### config.mk
export PLATFORM = sky130hd
export DESIGN_NAME = acpi_pwr_seq
export DESIGN_NICKNAME = d
export VERILOG_FILES = /design/src/rtl/acpi_seq_pkg.sv /design/src/rtl/sync_deglitch.sv /design/src/rtl/pstate_fsm.sv /design/src/rtl/rail_decode.sv /design/src/rtl/acpi_pwr_seq.sv
export SDC_FILE = /design/constraint.sdc
export NUM_CORES = 1
export LEC_CHECK = 0
export BUFFER_PORTS_ARGS = -buffer_cell sky130_fd_sc_hd__buf_2
export CAP_MARGIN = 20
export CORE_MARGIN = 10
export CORE_UTILIZATION = 53
export DETAILED_ROUTE_END_ITERATION = 8
export GPL_TIMING_DRIVEN = 0
export HOLD_SLACK_MARGIN = 0.05
export PLACE_DENSITY = 0.9
export SYNTH_ARGS = -nofsm -noshare
export SYNTH_HDL_FRONTEND = slang
export SYNTH_SLANG_ARGS = --single-unit
### constraint.sdc
create_clock -name clk -period 2.9 [get_ports clk]
set_input_delay 0.58 -clock clk [delete_from_list [all_inputs] [get_ports clk]]
set_output_delay 0.58 -clock clk [all_outputs]
set_load 0.1 [all_outputs]
### src/rtl/acpi_seq_pkg.sv
package acpi_seq_pkg;
  typedef enum logic [1:0] {
    PS_ACTIVE  = 2'd0,
    PS_SUSPEND = 2'd1,
    PS_SOFTOFF = 2'd2
  } pstate_e;

  localparam int N_RAIL   = 4;
  localparam int N_ATX    = 2;
  localparam int RAIL_3V3 = 0;
  localparam int RAIL_5V  = 1;
  localparam int RAIL_VID = 2;
  localparam int RAIL_LAN = 3;

  typedef struct packed {
    logic sw3v3;
    logic ldo3v3;
    logic nsw5v;
    logic psw5v;
    logic vid;
    logic vout1;
  } rail_en_t;
endpackage

### src/rtl/sync_deglitch.sv
module sync_deglitch #(
  parameter int   STAGES      = 2,
  parameter int   FILT_CYCLES = 50,
  parameter logic RST_VAL     = 1'b0
) (
  input  logic clk,
  input  logic rst,
  input  logic din,
  output logic dout
);
  localparam int CW = $clog2(FILT_CYCLES + 1);
  localparam logic [CW-1:0] CNT_LAST = CW'(FILT_CYCLES - 1);

  logic [STAGES-1:0] sh;
  logic [CW-1:0]     cnt;
  logic              sampled;

  assign sampled = sh[STAGES-1];

  always_ff @(posedge clk) begin
    if (rst) sh <= {STAGES{RST_VAL}};
    else     sh <= {sh[STAGES-2:0], din};
  end

  // A new level must persist for FILT_CYCLES samples before it is taken.
  always_ff @(posedge clk) begin
    if (rst) begin
      cnt  <= '0;
      dout <= RST_VAL;
    end else if (sampled == dout) begin
      cnt <= '0;
    end else if (cnt == CNT_LAST) begin
      cnt  <= '0;
      dout <= sampled;
    end else begin
      cnt <= cnt + 1'b1;
    end
  end
endmodule

### src/rtl/pstate_fsm.sv
module pstate_fsm
  import acpi_seq_pkg::*;
(
  input  logic    clk,
  input  logic    rst,
  input  logic    s3_filt_n,
  input  logic    s5_filt_n,
  output pstate_e cur
);
  pstate_e nxt;

  always_comb begin
    nxt = cur;
    if (!s5_filt_n) begin
      nxt = PS_SOFTOFF;
    end else if (!s3_filt_n) begin
      // Soft-off may not fall straight into suspend.
      if (cur != PS_SOFTOFF) nxt = PS_SUSPEND;
    end else begin
      nxt = PS_ACTIVE;
    end
  end

  always_ff @(posedge clk) begin
    if (rst) cur <= PS_SOFTOFF;
    else     cur <= nxt;
  end
endmodule

### src/rtl/rail_decode.sv
module rail_decode
  import acpi_seq_pkg::*;
(
  input  pstate_e             cur,
  input  logic                keep5,
  input  logic                lan_always,
  input  logic                shutdown,
  input  logic [N_RAIL-1:0]   uv_rail,
  input  logic [N_ATX-1:0]    uv_atx,
  input  logic                overtemp,
  output rail_en_t            en,
  output logic                fault
);
  rail_en_t          raw;
  logic              in_act;
  logic              in_sleep;
  logic [N_RAIL-1:0] rail_on;
  logic              any_flag;

  assign in_act   = (cur == PS_ACTIVE);
  assign in_sleep = !in_act;

  always_comb begin
    raw.sw3v3  = in_act;
    raw.ldo3v3 = in_sleep;
    raw.nsw5v  = in_act;
    raw.psw5v  = (cur == PS_SUSPEND) || ((cur == PS_SOFTOFF) && keep5);
    raw.vid    = in_act;
    raw.vout1  = in_act || lan_always;
  end

  always_comb begin
    rail_on           = '0;
    rail_on[RAIL_3V3] = 1'b1;
    rail_on[RAIL_5V]  = raw.nsw5v || raw.psw5v;
    rail_on[RAIL_VID] = raw.vid;
    rail_on[RAIL_LAN] = raw.vout1;
  end

  assign any_flag = overtemp || (|(uv_rail & rail_on)) || (in_act && (|uv_atx));
  assign en       = shutdown ? '0 : raw;
  assign fault    = !shutdown && any_flag;
endmodule

### src/rtl/acpi_pwr_seq.sv
module acpi_pwr_seq
  import acpi_seq_pkg::*;
#(
  parameter int SYNC_STAGES = 2,
  parameter int FILT_CYCLES = 50
) (
  input  logic       clk,
  input  logic       rst,
  input  logic       slp_s3_n,
  input  logic       slp_s5_n,
  input  logic       strap_keep5,
  input  logic       strap_lan_always,
  input  logic       shutdown,
  input  logic [3:0] uv_rail,
  input  logic [1:0] uv_atx,
  input  logic       overtemp,
  output logic [1:0] state,
  output logic       en_3v3_bypass,
  output logic       en_3v3_ldo,
  output logic       en_5v_main,
  output logic       en_5v_stby,
  output logic       en_vid,
  output logic       en_vout1,
  output logic       fault
);
  localparam int N_REQ = 2;

  logic [N_REQ-1:0] req_raw;
  logic [N_REQ-1:0] req_filt;
  pstate_e          cur;
  rail_en_t         en;

  assign req_raw = {slp_s5_n, slp_s3_n};

  for (genvar i = 0; i < N_REQ; i++) begin : g_req
    sync_deglitch #(
      .STAGES     (SYNC_STAGES),
      .FILT_CYCLES(FILT_CYCLES),
      .RST_VAL    (1'b0)
    ) u_dg (
      .clk (clk),
      .rst (rst),
      .din (req_raw[i]),
      .dout(req_filt[i])
    );
  end

  pstate_fsm u_fsm (
    .clk      (clk),
    .rst      (rst),
    .s3_filt_n(req_filt[0]),
    .s5_filt_n(req_filt[1]),
    .cur      (cur)
  );

  rail_decode u_dec (
    .cur       (cur),
    .keep5     (strap_keep5),
    .lan_always(strap_lan_always),
    .shutdown  (shutdown),
    .uv_rail   (uv_rail),
    .uv_atx    (uv_atx),
    .overtemp  (overtemp),
    .en        (en),
    .fault     (fault)
  );

  assign state         = cur;
  assign en_3v3_bypass = en.sw3v3;
  assign en_3v3_ldo    = en.ldo3v3;
  assign en_5v_main    = en.nsw5v;
  assign en_5v_stby    = en.psw5v;
  assign en_vid        = en.vid;
  assign en_vout1      = en.vout1;
endmodule

==> reports/metrics.csv, run 1 <==
metric,value,unit
Max Fclk,446.4,MHz
worst skew pair latency,290,ps
Setup WS pre-CTS,685.3,ps
largest family of logic cells by synthesized area,simple AND/OR/NAND/NOR gates,
GR Util met1,0.09622,
Fillers,130,
maximum vdd ir drop,0.0004375,V
PnR worst setup slack,659.6,ps
skew final,4.493,ps
max-slew violations,0,
YS warnings,0,
post-synth cell types,25,
worst hold margin,452.2,ps
area grow syn2layout,22.70,%
met3 GRT Util,0.04449,
critical path's slowest cell,buf_2,
GRT busiest layer,met2,
crit path from,u_fsm.cur[0],
"Req. time, crit path",2320,ps
simple-gate share of the synthesized area,0.2374,
crit-path max FO,6,
Crit Reg-Reg Startpoint,g_req[1].u_dg.cnt[1],
placed insts,130,
slew of the pin with the lowest slew margin,492.0,ps
final setup TNS,0,ps
synthesized area,843.3,µm²
Power Density,473.5,nW/µm²
vias in the first global route,603,
CP endpoint kind,output pin,
"Setup violations, final",0,
CTS resizes,0,
leakage power,0.4394,nW
Port Buffers,21,
area occupied by multi-input gates,430.4,µm²
final hold violations,0,
Worst path depth,5,
Max-slew headroom,0.6743,
Design Power,489.9,µW
Die ar.,3587,µm²
FP Rows,14,
Layout Nets,137,
Synth Instances,93,
CTS tree,yes,
RSZ-0062 raised after global routing,false,
CP Cell Sequence,nor2_1 > nor2_1 > nor2_4 > o2bb2ai_2 > buf_2,
grt met2 use,0.1250,
core area,1506,µm²
placed wire-length estimate,1206,µm
most used cell along the critical path,nor2_1,
flop-to-flop setup slack,1460,ps
Worst Hold Path Cells,1,
Initial Utilization,0.5598,
Worst Setup Start Kind,flip-flop,
DIE WIDTH,59.89,µm
hold path startpoint,g_req[0].u_dg.sh[0],
multiplexer share of the synthesized area,0.02374,
Routed WL,1529,µm
FF-to-FF path depth,7,
"Avg Cell Area, Syn",9.068,µm²
layout cells sized above 1,0.2797,
antenna-violating nets left,0,
clk slew on worst S/H paths,110,ps
clk root buf,clkbuf_4,
first-pass GRT wire length,2477,µm
post-CTS setup buffer count,0,
CP max stage delay,430,ps
Synth Register Bits,20,
Sink Count,20,
Synth Area in Compound Gates,0.05045,
Wirelength per Cell,11.41,µm
Period minus WS final,2240,ps
CTS Buffer Depth,2,
Antenna diodes,0,
Buf/Inv on CP,1,
largest cells by area after synthesis,"dfxtp_1, nor2_1, ha_1",
Starting DRT DRC Count,3,
worst setup path endpoint,fault,
period utilization,0.7725,
syn nets,111,
Critical R2R Capture,g_req[1].u_dg.cnt[4],
Post-Layout Cell Count,134,
XOR/XNOR Fraction of Synth Area,0.1039,
initial antenna violation count,0,
Post-Synth Adder-Cell Area,0.05935,
leading area contributor after synthesis,dfxtp_1,
storage element area,400.4,µm²
most frequent cells in the layout,"buf_2, dfxtp_1, nor2_1, nor2b_1",
vias per std cell,5.082,
min-delay worst type,reg2reg,
first-pass detailed-route iteration total,4,
CTS H-tree depth,1,
CP top delay family,simple AND/OR/NAND/NOR gates,
crit path DAT,1660,ps
via count,681,
CP Class,reg2out,
"commonest non-fill, non-tap cell in the layout",buf_2,
GRT Total Usage,0.08773,
Routability Congestion,0.7010,
Chip Height,59.89,µm
num ports,23,
status,completed,
GRT Residual Overflow,0,
largest net degree at the start of global routing,12,
top-area cell type share of the netlist area,0.4748,
post-synthesis sequential area ratio,0.4748,
cts hold-fix bufs,0,
DRC viols,0,
TritonCTS buffer count,3,
# Max-Cap Violations,0,
worst register-to-register path, delay by kind of cell, from the launching register on:
| family | cells | cell delay [ps] |
|---|---|---|
| fa+ha+maj | 1 | 180 |
| flops | 1 | 390 |
| simple gates | 4 | 610 |
| buf+inv | 2 | 220 |
registers in the layout (all words and copies together), names as in the netlist:
signal / count
g_req.u_dg.cnt: 12
g_req.u_dg.sh: 4
g_req.u_dg.dout: 2
u_fsm.cur: 2
layer usage:
layer,wire length [µm],vias up
li1,-,354
met1,659,302
met2,626,23
met3,218,2
met4,25,0
met5,0,-
final cells by class:
type                            instances  share of cell area
Multi-Input combinational cell         64              0.4160
Sequential cell                        20              0.3869
Timing Repair Buffer                   21              0.1016
Clock buffer                            4             0.03507
Buffer                                  4             0.02297
Tap cell                               16             0.01935
Inverter                                5             0.01814
cells in the mapped netlist:
master and instances:
a211o_1 1, a211oi_1 1, a21o_1 1, a21oi_1 1
and3_1 2, buf_2 1, buf_4 2, clkbuf_1 1
dfxtp_1 20, ha_1 4, inv_1 5, mux2i_1 2
nand2_1 1, nand3_1 5, nand4_1 1, nand4b_1 1
nor2_1 22, nor2b_1 6, nor3_1 1, nor4_1 1
o21ai_0 1, o2bb2ai_1 1, or3_1 2, xnor2_1 5
xor2_1 5
through the flow:
stage,utilization,cell area [µm²]
after floorplan,-,873.3
after global placement,0.6628,998.5
after detailed placement,0.6628,998.5
after CTS,0.6869,1035
after global routing,0.6869,1035
final,0.6869,1035
logic make-up (layout without fill, tap and decap cells):
group / Yosys count / in the layout
and+or+nand+nor: 42 / 42
DFF: 20 / 20
xor gates and xnor gates: 10 / 10
buffers and inverters: 9 / 34
AOI/OAI and AO/OA: 6 / 6
adders and majority gates: 4 / 4
muxes: 2 / 2
worst min-delay path by stage:
stage,slack [ps],end
after detailed placement,430,g_req[1].u_dg.sh[1]
after global routing,470,g_req[1].u_dg.sh[1]
after floorplan,410,g_req[0].u_dg.sh[1]
after global placement,420,g_req[1].u_dg.sh[1]
after CTS,460,g_req[0].u_dg.sh[1]
final,450,g_req[0].u_dg.sh[1]
power breakdown:
| group | internal [mW] | switching, mW | total, mW |
|---|---|---|---|
| Combinational | 0.0149 | 0.0376 | 0.0525 |
| Clock | 0.0764 | 0.0811 | 0.158 |
| Sequential | 0.278 | 0.00190 | 0.280 |
| Total | 0.369 | 0.121 | 0.490 |
Note: power is estimated with default switching activity, not from simulation.
==> inputs of run 2 (changes only) <==
Settings changed: CORE_UTILIZATION 53 to 44, PLACE_DENSITY 0.9 to 0.81.
Clock period 2.9 ns to 2 ns, I/O delays scaled along.
==> reports/metrics.csv, run 2 (synthesis gave the netlist of run 1 again) <==
metric,value,unit,change
largest net degree at the start of global routing,13,,+1
crit path DAT,1490,ps,-170 ps
most frequent cells in the layout,"buf_2, nor2_1, dfxtp_1, nor2b_1",,
TritonCTS buffer count,3,,unchanged
cts hold-fix bufs,0,,unchanged
Port Buffers,21,,unchanged
area grow syn2layout,33.38,%,
registers with the most flip-flops,"g_req.u_dg.cnt (12), g_req.u_dg.sh (4)",,
# Max-Cap Violations,0,,unchanged
CP top delay family,buffers and inverters,,
met2 routed WL,658,µm,+5.1%
Fillers,161,,+24%
maximum vdd ir drop,0.0004895,V,+12%
GRT Residual Overflow,0,,unchanged
max reg flops,12,,unchanged
design area,1125,µm²,+8.7%
hold path startpoint,slp_s3_n,,
Wirelength per Cell,11.58,µm,+1.5%
placed wire-length estimate,1216,µm,+0.76%
Top reg by flops,g_req.u_dg.cnt,,
Routed met1 length,840,µm,+27%
via count,668,,-1.9%
Sink Count,20,,unchanged
slew of the pin with the lowest slew margin,495.6,ps,+3.630 ps
min-delay worst type,in2reg,,
Starting DRT DRC Count,16,,+13
max-slew violations,0,,unchanged
status,completed,,
final hold violations,0,,unchanged
Routability Congestion,0.7228,,+3.1%
Period minus WS final,1893,ps,
Crit Reg-Reg Startpoint,g_req[1].u_dg.cnt[1],,
Worst path depth,4,,-1
core area,1764,µm²,+17%
FP Rows,15,,+1
"commonest non-fill, non-tap cell in the layout",buf_2,,
max layer used,met4,,
clk slew on worst S/H paths,120,ps,about the same
Buf/Inv on CP,1,,unchanged
Routed WL,1656,µm,+8.3%
crit path from,u_fsm.cur[0],,
Chip Height,63.78,µm,+6.5%
CP Class,reg2out,,
Max-slew headroom,0.6718,,-0.002404
RSZ-0062 raised after global routing,false,,
period utilization,0.9464,,
Antenna diodes,0,,unchanged
antenna-violating nets left,0,,unchanged
crit-path max FO,6,,unchanged
CP max stage delay,440,ps,about the same
"Setup violations, final",0,,unchanged
first-pass GRT wire length,2780,µm,+12%
most used cell along the critical path,nor2_4,,
Post-Route Utilization,0.6376,,-0.04929
critical path's slowest cell,buf_2,,
CTS tree,yes,,
Initial Utilization,0.4780,,-0.08179
CTS Buffer Depth,2,,unchanged
post-CTS setup buffer count,0,,unchanged
Layout Nets,137,,unchanged
FF-to-FF path depth,7,,unchanged
CP Cell Sequence,nor2_4 > nor2_1 > nor2_4 > buf_2,,
layout cells sized above 1,0.3136,,+0.03390
GRT Total Usage,0.08171,,-0.006022
num ports,23,,unchanged
worst skew pair latency,300,ps,about the same
final setup TNS,0,ps,unchanged
vias in the first global route,681,,+13%
Max Fclk,528.3,MHz,
leakage power,0.4597,nW,+4.6%
vias per std cell,4.671,,-8.1%
first-pass detailed-route iteration total,4,,unchanged
Power Density,727.3,nW/µm²,+54%
DRC viols,0,,unchanged
flop-to-flop setup slack,530,ps,-930 ps
Met3 Wirelength,145,µm,-33%
Critical R2R Capture,g_req[1].u_dg.cnt[4],,
CTS H-tree depth,1,,unchanged
worst setup path endpoint,en_vout1,,
initial antenna violation count,0,,unchanged
Die ar.,4068,µm²,+13%
skew final,12.60,ps,+8.103 ps
"Req. time, crit path",1600,ps,-720 ps
DIE WIDTH,63.78,µm,+6.5%
Worst Setup Start Kind,flip-flop,,
CP endpoint kind,output pin,,
Post-Place Cell Area,1062,µm²,+6.4%
clk root buf,clkbuf_4,,
run 2: changes by cell type in the layout (fill, tap and decap cells not counted), sizes merged:
cell | previous run | this run
clkbuf | 5 | 4
bufinv | 0 | 1
run 2: per-stage QoR:
stage	power, mW	hold slack [ps]	cells	worst slack [ps]
6_report	0.8181	296.6	143	107.2
5_1_grt	0.8459	307.5	143	39.67
4_1_cts	0.8214	297.6	143	83.47
3_5_place_dp	0.4938	429.7	139	111.0
3_3_place_gp	0.4922	417.7	139	119.5
2_1_floorplan	0.4708	413.8	93	-64.65
run 2: worst min-delay path by stage:
| stage | endpoint | slack (ps) | depth (start not counted) |
|---|---|---|---|
| 2_1_floorplan | g_req[0].u_dg.sh[1] | 410 | 1 |
| 3_3_place_gp | g_req[0].u_dg.sh[1] | 420 | 1 |
| 3_5_place_dp | g_req[0].u_dg.sh[1] | 430 | 1 |
| 4_1_cts | g_req[1].u_dg.sh[0] | 300 | 2 |
| 5_1_grt | g_req[1].u_dg.sh[0] | 310 | 2 |
| 6_report | g_req[0].u_dg.sh[0] | 300 | 2 |
run 2: area by class of cell:
cell class / instances / area (µm²) / area share
Inverter: 5 / 18.77 / 0.01669
Sequential cell: 20 / 407.9 / 0.3626
Clock inverter: 1 / 30.03 / 0.02670
Timing Repair Buffer: 21 / 110.1 / 0.09789
Buffer: 4 / 38.79 / 0.03448
Multi-Input combinational cell: 64 / 465.4 / 0.4138
Clock buffer: 3 / 22.52 / 0.02002
Tap cell: 25 / 31.28 / 0.02781
run 2: power by group:
| part | switching, mW | internal (mW) | leakage (nW) |
|---|---|---|---|
| Clock | 0.128 | 0.203 | 0.0279 |
| Combinational | 0.0589 | 0.0259 | 0.269 |
| Sequential | 0.00283 | 0.400 | 0.163 |
run 2: what timing repair did:
item / CTS / global route
setup endpoints to repair: 2 / 1
gates resized for setup: 3 / 1
pin swaps: 0 / 0
run 2: routing by layer:
layer	up-vias	global-route usage
li1	350	-
met1	291	0.08973
met2	25	0.1269
met3	2	0.03659
met4	0	0.04918
met5	-	0
